## src/rtl/tws_pkg.sv

```systemverilog
// Package: shared types for the timer/watchdog prescaler block.
// Assumes an 8-bit control byte with the field layout below.
package tws_pkg;
    localparam int RATIO_W = 3;

    typedef struct packed {
        logic                 spare7;
        logic                 spare6;
        logic                 ext_src;   // 1: count external pin edges
        logic                 fall_edge; // 1: falling edge, 0: rising edge
        logic                 to_wdt;    // 1: prescaler owned by watchdog
        logic [RATIO_W-1:0]   ratio;     // ratio code
    } ctl_t;

    localparam logic [7:0] CTL_RESET = 8'hFF;
endpackage

```

## src/rtl/tws_edge_src.sv

```systemverilog
// Module: tws_edge_src
// Produces the timer source event. It is either the tick or a chosen edge of
// the external pin after a synchroniser chain. Assumes SYNC_STAGES >= 2 and
// that the pin is slow compared with clk.
module tws_edge_src #(
    parameter int SYNC_STAGES = 2
) (
    input  logic clk,
    input  logic rst_n,
    input  logic tick,
    input  logic pin,
    input  logic ext_src,
    input  logic fall_edge,
    output logic src_ev
);
    logic [SYNC_STAGES-1:0] sync_q;
    logic                   prev_q;
    logic                   rise_ev;
    logic                   fall_ev;

    // Shift the pin through the synchroniser and keep the previous synced level.
    always_ff @(posedge clk) begin
        if (!rst_n) begin
            sync_q <= '0;
            prev_q <= 1'b0;
        end else begin
            sync_q <= {sync_q[SYNC_STAGES-2:0], pin};
            prev_q <= sync_q[SYNC_STAGES-1];
        end
    end

    // Detect edges and pick the timer source.
    always_comb begin
        rise_ev = sync_q[SYNC_STAGES-1] & ~prev_q;
        fall_ev = ~sync_q[SYNC_STAGES-1] & prev_q;
        if (ext_src) src_ev = fall_edge ? fall_ev : rise_ev;
        else         src_ev = tick;
    end
endmodule

```

## src/rtl/tws_prescaler.sv

```systemverilog
// Module: tws_prescaler
// Power-of-two event divider shared by the timer and watchdog paths. Its
// count cannot be seen from outside. The owner-dependent ratio offset is
// applied here. Assumes clr wins over in_ev in the same cycle.
module tws_prescaler
    import tws_pkg::*;
#(
    parameter int R_W = RATIO_W
) (
    input  logic           clk,
    input  logic           rst_n,
    input  logic           in_ev,
    input  logic           clr,
    input  logic           to_wdt,
    input  logic [R_W-1:0] ratio,
    output logic           out_ev
);
    localparam int PS_W = 1 << R_W;
    localparam int N_W  = R_W + 1;

    logic [PS_W-1:0] ps_q;
    logic [PS_W-1:0] mask;
    logic [N_W-1:0]  nbits;
    logic            full;

    // Number of low count bits that must be all ones before an output event.
    always_comb nbits = to_wdt ? {1'b0, ratio} : ({1'b0, ratio} + N_W'(1));

    for (genvar i = 0; i < PS_W; i++) begin : g_mask
        assign mask[i] = (N_W'(i) < nbits);
    end

    // Emit an output event when the selected low bits are all ones.
    always_comb begin
        full   = ((ps_q & mask) == mask);
        out_ev = in_ev & ~clr & full;
    end

    // Count input events; a clear empties the count.
    always_ff @(posedge clk) begin
        if (!rst_n)     ps_q <= '0;
        else if (clr)   ps_q <= '0;
        else if (in_ev) ps_q <= ps_q + PS_W'(1);
    end

    a_r5_clear_empties: assert property (@(posedge clk) disable iff (!rst_n)
        clr |=> (ps_q == '0));
    a_r3_no_double_out: assert property (@(posedge clk) disable iff (!rst_n)
        (out_ev && nbits != '0) |=> (!out_ev || nbits == '0 || nbits != $past(nbits)));
endmodule

```

## src/rtl/tws_timer.sv

```systemverilog
// Module: tws_timer
// Loadable up-counter with a post-write hold of HOLD_TICKS ticks and a
// sticky overflow flag. The source event is gated by the hold here, and the
// gated event is offered to the prescaler. inc is the final advance request.
module tws_timer #(
    parameter int CNT_W      = 8,
    parameter int HOLD_TICKS = 2
) (
    input  logic             clk,
    input  logic             rst_n,
    input  logic             tick,
    input  logic             src_ev,
    input  logic             inc,
    input  logic             cnt_wr,
    input  logic [CNT_W-1:0] cnt_wdata,
    input  logic             flag_clr,
    output logic             gated_ev,
    output logic [CNT_W-1:0] count_q,
    output logic             flag_q
);
    localparam int HOLD_W = $clog2(HOLD_TICKS + 1);
    localparam logic [CNT_W-1:0] CNT_MAX = '1;

    logic [HOLD_W-1:0] hold_q;
    logic              wrap;

    // Block source events while the post-write hold is active.
    always_comb begin
        gated_ev = src_ev & (hold_q == '0);
        wrap     = inc & ~cnt_wr & (count_q == CNT_MAX);
    end

    // Load on write, otherwise advance; the hold runs down on ticks.
    always_ff @(posedge clk) begin
        if (!rst_n) begin
            count_q <= '0;
            hold_q  <= '0;
        end else if (cnt_wr) begin
            count_q <= cnt_wdata;
            hold_q  <= HOLD_W'(HOLD_TICKS);
        end else begin
            if (inc)                       count_q <= count_q + CNT_W'(1);
            if (tick && hold_q != '0)      hold_q  <= hold_q - HOLD_W'(1);
        end
    end

    // Sticky overflow flag; a set beats a clear.
    always_ff @(posedge clk) begin
        if (!rst_n)        flag_q <= 1'b0;
        else if (wrap)     flag_q <= 1'b1;
        else if (flag_clr) flag_q <= 1'b0;
    end

    a_r8_hold_freezes: assert property (@(posedge clk) disable iff (!rst_n)
        (hold_q != '0 && !cnt_wr) |=> $stable(count_q));
    a_r9_flag_sticky: assert property (@(posedge clk) disable iff (!rst_n)
        (flag_q && !flag_clr) |=> flag_q);
    a_r9_wrap_sets: assert property (@(posedge clk) disable iff (!rst_n)
        (inc && !cnt_wr && count_q == CNT_MAX) |=> (flag_q && count_q == '0));
endmodule

```

## src/rtl/tws_watchdog.sv

```systemverilog
// Module: tws_watchdog
// Watchdog up-counter that advances on ev. It makes a registered one-cycle
// pulse when it wraps from all ones to zero. Assumes clr wins over ev.
module tws_watchdog #(
    parameter int WDT_W = 8
) (
    input  logic clk,
    input  logic rst_n,
    input  logic ev,
    input  logic clr,
    output logic timeout_q
);
    localparam logic [WDT_W-1:0] WDT_MAX = '1;

    logic [WDT_W-1:0] cnt_q;

    // Count events, wrap, and flag the wrap for one cycle.
    always_ff @(posedge clk) begin
        if (!rst_n || clr) begin
            cnt_q     <= '0;
            timeout_q <= 1'b0;
        end else begin
            timeout_q <= ev && (cnt_q == WDT_MAX);
            if (ev) cnt_q <= cnt_q + WDT_W'(1);
        end
    end

    a_r10_single_pulse: assert property (@(posedge clk) disable iff (!rst_n)
        timeout_q |=> !timeout_q);
    a_r6_clear_zeroes: assert property (@(posedge clk) disable iff (!rst_n)
        clr |=> (cnt_q == '0 && !timeout_q));
endmodule

```

## src/rtl/tmr_wdt_share.sv

```systemverilog
// Module: tmr_wdt_share (top)
// Holds the control byte and sends the one prescaler to either the timer or
// the watchdog. The prescaler's input and its clear source follow the owner,
// and the path without the prescaler runs at its base event rate.
module tmr_wdt_share
    import tws_pkg::*;
#(
    parameter int CNT_W       = 8,
    parameter int WDT_W       = 8,
    parameter int SYNC_STAGES = 2,
    parameter int HOLD_TICKS  = 2
) (
    input  logic             clk,
    input  logic             rst_n,
    input  logic             tick,
    input  logic             ext_pin,
    input  logic             ctl_wr,
    input  logic [7:0]       ctl_wdata,
    output logic [7:0]       ctl_q,
    input  logic             cnt_wr,
    input  logic [CNT_W-1:0] cnt_wdata,
    output logic [CNT_W-1:0] cnt_q,
    input  logic             wdt_clr,
    input  logic             flag_clr,
    output logic             ovf_flag,
    output logic             wdt_timeout
);
    ctl_t ctl;
    logic src_ev, gated_ev, ps_in, ps_clr, ps_out, tmr_inc, wdt_ev;

    // Control byte register, reset to all ones.
    always_ff @(posedge clk) begin
        if (!rst_n)      ctl_q <= CTL_RESET;
        else if (ctl_wr) ctl_q <= ctl_wdata;
    end

    // Route the prescaler by ownership.
    always_comb begin
        ctl     = ctl_t'(ctl_q);
        ps_in   = ctl.to_wdt ? tick    : gated_ev;
        ps_clr  = ctl.to_wdt ? wdt_clr : cnt_wr;
        tmr_inc = ctl.to_wdt ? gated_ev : ps_out;
        wdt_ev  = ctl.to_wdt ? ps_out   : tick;
    end

    tws_edge_src #(.SYNC_STAGES(SYNC_STAGES)) u_src (
        .clk(clk), .rst_n(rst_n), .tick(tick), .pin(ext_pin),
        .ext_src(ctl.ext_src), .fall_edge(ctl.fall_edge), .src_ev(src_ev)
    );

    tws_prescaler #(.R_W(RATIO_W)) u_ps (
        .clk(clk), .rst_n(rst_n), .in_ev(ps_in), .clr(ps_clr),
        .to_wdt(ctl.to_wdt), .ratio(ctl.ratio), .out_ev(ps_out)
    );

    tws_timer #(.CNT_W(CNT_W), .HOLD_TICKS(HOLD_TICKS)) u_tmr (
        .clk(clk), .rst_n(rst_n), .tick(tick), .src_ev(src_ev), .inc(tmr_inc),
        .cnt_wr(cnt_wr), .cnt_wdata(cnt_wdata), .flag_clr(flag_clr),
        .gated_ev(gated_ev), .count_q(cnt_q), .flag_q(ovf_flag)
    );

    tws_watchdog #(.WDT_W(WDT_W)) u_wdt (
        .clk(clk), .rst_n(rst_n), .ev(wdt_ev), .clr(wdt_clr), .timeout_q(wdt_timeout)
    );

    a_r5_write_keeps_ctl: assert property (@(posedge clk) disable iff (!rst_n)
        (cnt_wr && !ctl_wr) |=> $stable(ctl_q));
endmodule

```

## config.mk

```make
export PLATFORM = sky130hd
export DESIGN_NAME = tmr_wdt_share
export DESIGN_NICKNAME = d
export VERILOG_FILES = /design/src/rtl/tws_pkg.sv /design/src/rtl/tws_edge_src.sv /design/src/rtl/tws_prescaler.sv /design/src/rtl/tws_timer.sv /design/src/rtl/tws_watchdog.sv /design/src/rtl/tmr_wdt_share.sv
export SDC_FILE = /design/constraint.sdc
export NUM_CORES = 1
export LEC_CHECK = 0
export BUFFER_PORTS_ARGS = -buffer_cell sky130_fd_sc_hd__buf_2
export CAP_MARGIN = 20
export CORE_ASPECT_RATIO = 1.5
export CORE_MARGIN = 2
export CORE_UTILIZATION = 56
export CTS_CLUSTER_SIZE = 28
export DETAILED_ROUTE_END_ITERATION = 10
export HOLD_SLACK_MARGIN = 0.08
export PLACE_DENSITY = 0.84
export SLEW_MARGIN = 20
export SYNTH_ARGS = -nofsm -noshare
export SYNTH_HDL_FRONTEND = slang
export SYNTH_SLANG_ARGS = --single-unit
```

## constraint.sdc

```tcl
create_clock -name clk -period 6.75 [get_ports clk]
set_input_delay 1.6875 -clock clk [delete_from_list [all_inputs] [get_ports clk]]
set_output_delay 1.6875 -clock clk [all_outputs]
set_load 0.02 [all_outputs]
```

; ---- Word-level counts from Yosys, hierarchy flattened
; Index checks and enable logic that the tools add are counted.
[totals]
elab_cells = 63
input_bits = 24
out_inout_bits = 18
reg_bits = 39
[op_classes]
order_cmp = 8
n_eq_ne = 3
mux = 13
addsub = 5
reduce_logical = 11
bitwise_logic = 13
[ops]
columns = cell, count
row1 = 8-bit by 1-bit adder with 8-bit output (second input constant), 3
row2 = 8-bit equality test (second input constant), 2
row3 = 3-bit by 4-bit < comparator with 1-bit output (first input constant), 4
row4 = 8-bit 2-to-1 mux, 2
row5 = 8-bit bitwise AND, 1
row6 = 8-bit equality test, 1
row7 = 1-bit by 4-bit < comparator with 1-bit output (first input constant), 2
row8 = 2-bit by 4-bit < comparator with 1-bit output (first input constant), 2
row9 = 1-bit 2-to-1 mux, 8
row10 = 2-bit nonzero test, 4
row11 = 1-bit bitwise AND, 7
row12 = 1-bit inverter, 5
row13 = 3-bit by 1-bit adder with 4-bit output (second input constant), 1
row14 = 2-bit 2-to-1 mux, 2
row15 = 4-bit 2-to-1 mux, 1
row16 = 2-bit OR reduction, 2
row17 = 1-bit logical AND, 2
row18 = 2-bit logical NOT, 1
row19 = 2-bit by 1-bit subtractor with 2-bit output (second input constant), 1
row20 = 1-bit logical NOT, 1
row21 = 1-bit logical OR, 1

; ---- Longest topological paths before layout
[logic_depth]
depth_word = 12
depth_mapped = 8
ltp_nobuf = 8

; ---- Cells and area by module
; From an unflattened synthesis, not the netlist that was laid out.
[unflattened]
cells_unflattened = 214
hier_area_um2 = 1935.6
[by_module_without_submodules]
columns = module, n_inst, area_per_inst_um2, cells_each, seq_area_each_um2
row1 = tws_timer, 1, 595.6, 68, 220.2
row2 = tws_prescaler, 1, 524.3, 64, 160.2
row3 = tws_watchdog, 1, 380.4, 42, 180.2
row4 = tmr_wdt_share, 1, 330.3, 30, 160.2
row5 = tws_edge_src, 1, 105.1, 10, 60.1

; ---- Worst setup path before layout
; No wires, ideal clock.
[synth_timing]
path_kind = in2reg
start = input port tick
end = register u_ps.ps_q[7]
n_path_buf = 1
stages = 7
setup_ps = 133
slack_ps = 3458
arrival_ps = 3159
required_ps = 6617
cell_sequence = clkbuf_1 nor2_1 a311oi_4 mux2i_4 nor4b_4 xnor2_1 nor2_1
[synth_between]
elab_chain_len = 3
[synth_lines]
columns = element, line_no
row1 = start: declaration, tmr_wdt_share.sv:15  ; input logic tick,
row2 = 1-bit 2-to-1 mux, tws_edge_src.sv:36  ; if (ext_src) src_ev = fall_edge ? fall_ev : rise_ev;
row3 = 1-bit bitwise AND, tws_timer.sv:29  ; gated_ev = src_ev & (hold_q == '0);
row4 = 1-bit 2-to-1 mux (*), tmr_wdt_share.sv:40  ; ps_in = ctl.to_wdt ? tick : gated_ev;
row5 = end signal: assignment, tws_prescaler.sv:43  ; else if (in_ev) ps_q <= ps_q + PS_W'(1);
row6 = end: declaration, tws_prescaler.sv:21  ; logic [PS_W-1:0] ps_q;
; Every way passes the cells marked *; elsewhere a longest branch is shown, timed or not.
; A chain may end at the register's enable or synchronous reset.

; ---- Worst setup path in the final report
[layout_timing]
start = input port tick
end = register u_tmr.count_q[3]
[layout_between]
elab_chain_len = 7
[layout_lines]
columns = element, line_no
row1 = 1-bit 2-to-1 mux, tws_edge_src.sv:36
row2 = 1-bit bitwise AND, tws_timer.sv:29
row3 = 1-bit 2-to-1 mux, tmr_wdt_share.sv:40
row4 = 1-bit bitwise AND (2 in series), tws_prescaler.sv:36  ; out_ev = in_ev & ~clr & full;
row5 = 1-bit 2-to-1 mux (*), tmr_wdt_share.sv:42  ; tmr_inc = ctl.to_wdt ? gated_ev : ps_out;
row6 = 2-bit nonzero test (no source line) (*), n/a
row7 = end signal: assignment, tws_timer.sv:39  ; count_q <= cnt_wdata;
row8 = end signal: assignment, tws_timer.sv:42  ; if (inc) count_q <= count_q + CNT_W'(1);
row9 = end: declaration, tws_timer.sv:18  ; output logic [CNT_W-1:0] count_q,
; Marked as above.

==> flow_metrics.env <==
export IMPL_drc_errors=0
export IMPL_io_pins=42
export IMPL_clkPwrFrac=0.333
export IMPL_synth_flop_cell="dfxtp_1"
export IMPL_initial_utilization=0.578
export IMPL_rsz0062_at_grt="false"
export IMPL_p_total_uw=479
export IMPL_ys_types=50
export IMPL_r2r_cells=7
export IMPL_vias_per_cell=5.83
export IMPL_peakVddDrop_mv=0.196
export IMPL_switching_share=0.289
export IMPL_synth_area_um2=2090
export IMPL_synth_edf_count=0
export IMPL_cts_htree_levels=2
export IMPL_diodes=0
export IMPL_power_switching_uw=138
export IMPL_placedCellCount=307
export IMPL_cts_tree="done"
export IMPL_cts_path_max_buffers=2
export IMPL_hold_path_depth=1
export IMPL_clkSinkCount=39
export IMPL_final_seq_area_um2=781
export IMPL_postSynthAreaPerCell_um2=8.89
export IMPL_dr_total_vias=1837
export IMPL_hold_path_class="reg -> reg"
export IMPL_finalCriticalPeriod_ns=3.16
export IMPL_synth_most_common_cell="dfxtp_1"
export IMPL_drive_gt1_frac=0.217
export IMPL_power_density_nw_per_um2=202
export IMPL_grtUsageTotal=0.233
export IMPL_final_hold_viol_count=0
export IMPL_drv_slew=0
export IMPL_yosys_area_top_type_share=0.374
export IMPL_yosys_area_top_type="dfxtp_1"
export IMPL_die_y_um=78.8
export IMPL_coreArea_um2=3610
export IMPL_cts_setup_buffers=0
export IMPL_clock_root_buffer="clkbuf_8"
export IMPL_io_buffers=41
export IMPL_area_growth_pct=13.5
export IMPL_antenna_found_initial=0
export IMPL_status="finished clean"
export IMPL_postSynthCellCount=235
export IMPL_path_class="in -> reg"
export IMPL_synth_seq_cells=39
export IMPL_p_comb_frac=0.147
export IMPL_internal_power_uw=341
export IMPL_timing_fmax_mhz=316
export IMPL_synth_async_reset_ratio=0
export IMPL_nets=300
export IMPL_drt_first_pass_iters=4
export IMPL_initialDrtViolationCount=44
export IMPL_grt_pass1_vias=1671
export IMPL_grt_pass1_wl_um=7330
export IMPL_overflow=0
export IMPL_finalSetupViolations=0
export IMPL_wl_per_cell_um=13.8
export IMPL_p_leak_nw=0.944
export IMPL_cp_end_kind="register"
export IMPL_ys_top_cells_by_count="dfxtp_1 (39), nand2_1 (26), o21ai_0 (17), nor2_1 (15), a21oi_1 (14)"
export IMPL_clk_latency_ns=0.30
export IMPL_place_congestion=0.799
export IMPL_fp_dieArea_um2=4240
export IMPL_cts_inserted_buffers=5
export IMPL_synth_seq_area_share=0.374
export IMPL_fillers=312
export IMPL_worstHoldStart="u_src.sync_q[0]"
export IMPL_slew_headroom=0.612
export IMPL_yosys_warnings=0
export IMPL_die_x_um=53.9
export IMPL_multiInputGateArea_um2=1220
export IMPL_r2r_end="u_tmr.count_q[3]"
export IMPL_grt_max_degree=25
export IMPL_drv_cap=0
export IMPL_syn_num_nets=264
export IMPL_fin_skew_ns=0.00870
export IMPL_power_frac_seq=0.520
export IMPL_dp_hpwl_um=3230
export IMPL_post_route_period_util=0.469
export IMPL_start_kind="input port"
export IMPL_rr_startpoint="ctl_q[0]"
export IMPL_synth_area_leaders="dfxtp_1 (37%), mux2i_1 (5.3%), nand2_1 (4.7%)"
export IMPL_required_ns=6.99
export IMPL_crit_fanout=10
export IMPL_worstMarginPinSlew_ns=0.581
export IMPL_min_to="u_src.sync_q[1]"
export IMPL_drt_total_wl_um=4350
export IMPL_hold_buffers=0
export IMPL_cts_resized_gates=0
export IMPL_rows=27
export IMPL_path_clk_slew_ns=0.08
export IMPL_tns_ns=0
export IMPL_rrSetupSlack_ns=4.06
export IMPL_final_cells=315
export IMPL_drtAntennaViolNets=0
export IMPL_crit_arrival_ns=3.40
## layout by cell type (no fill, tap or decap), drive strengths merged, types with 4 or more instances in the layout
master / n
dfxtp: 39
nand2: 26
xnor2: 8
mux2i: 12
nand3: 5
and3: 5
inv: 5
nor3: 5
a21oi: 14
or3: 9
o21ai: 18
a21boi: 4
clkbuf: 5
buf: 41
nand4: 9
nand2b: 5
nor2: 15
ha: 5
## area by class of cell
class | count | area share
Sequential cell | 39 | 0.329
Multi-Input combinational cell | 178 | 0.515
Timing Repair Buffer | 41 | 0.0865
Tap cell | 43 | 0.0227
Inverter | 6 | 0.00950
Clock buffer | 5 | 0.0290
Clock inverter | 3 | 0.00844
## state kept, by name, indices dropped and copies added (netlist names)
name,cells
ctl_q,8
u_wdt.cnt_q,8
u_src.prev_q,1
u_src.sync_q,2
u_wdt.timeout_q,1
u_tmr.count_q,8
u_tmr.flag_q,1
u_ps.ps_q,8
u_tmr.hold_q,2
## power by group through the flow
stage	sequential [mW]	clock (mW)	combinational, mW
finish	0.249	0.160	0.0705
global route	0.251	0.170	0.0781
CTS	0.249	0.161	0.0708
detailed placement	0.254	0	0.0704
global placement	0.254	0	0.0687
floorplan	0.257	0	0.0482
## how the worst max path moves through the flow
stage | startpoint | end | slack [ns] | cells after the start
2_1_floorplan | tick | u_ps.ps_q[7] | 3.46 | 7
6_report | tick | u_tmr.count_q[3] | 3.59 | 6
3_3_place_gp | tick | u_tmr.count_q[3] | 3.42 | 6
3_5_place_dp | tick | u_tmr.count_q[3] | 3.32 | 6
5_1_grt | tick | u_tmr.count_q[3] | 3.49 | 6
4_1_cts | tick | u_tmr.count_q[3] | 3.63 | 6
## critical path: stages
cell and delay, ns:
buf_2 0.22, nor2_1 0.10, a311oi_4 0.50, nor3b_4 0.42
nor4bb_1 0.31, a221o_1 0.16
## per-layer routing
| metal | global-route usage | vias up | part of all wire |
|---|---|---|---|
| met2 | 0.371 | 52 | 0.50 |
| met4 | 0.123 | 0 | 0.029 |
| li1 | - | 927 | - |
| met5 | 0 | - | 0 |
| met3 | 0.0564 | 11 | 0.046 |
| met1 | 0.279 | 847 | 0.42 |
## cells by family after synthesis
| group | count (synthesis) | synth area share |
|---|---|---|
| AO/OA/AOI/OAI | 51 | 0.167 |
| XOR/XNOR | 9 | 0.0377 |
| adder cells (fa/ha/maj) | 5 | 0.0300 |
| buffers and inverters | 18 | 0.0419 |
| flip-flops | 39 | 0.374 |
| multiplexers | 13 | 0.0689 |
| AND/OR/NAND/NOR | 100 | 0.280 |
## through the flow
stage,util,hold WS [ns],instance area (um^2),setup WS (ns)
5_1_grt,0.656,0.471,2370,3.49
6_report,0.656,0.443,2370,3.59
3_3_place_gp,0.631,0.413,2280,3.42
4_1_cts,0.656,0.447,2370,3.63
3_5_place_dp,0.631,0.424,2280,3.32
2_1_floorplan,-,0.412,2090,3.46
Note: power is estimated with default switching activity, not from simulation.
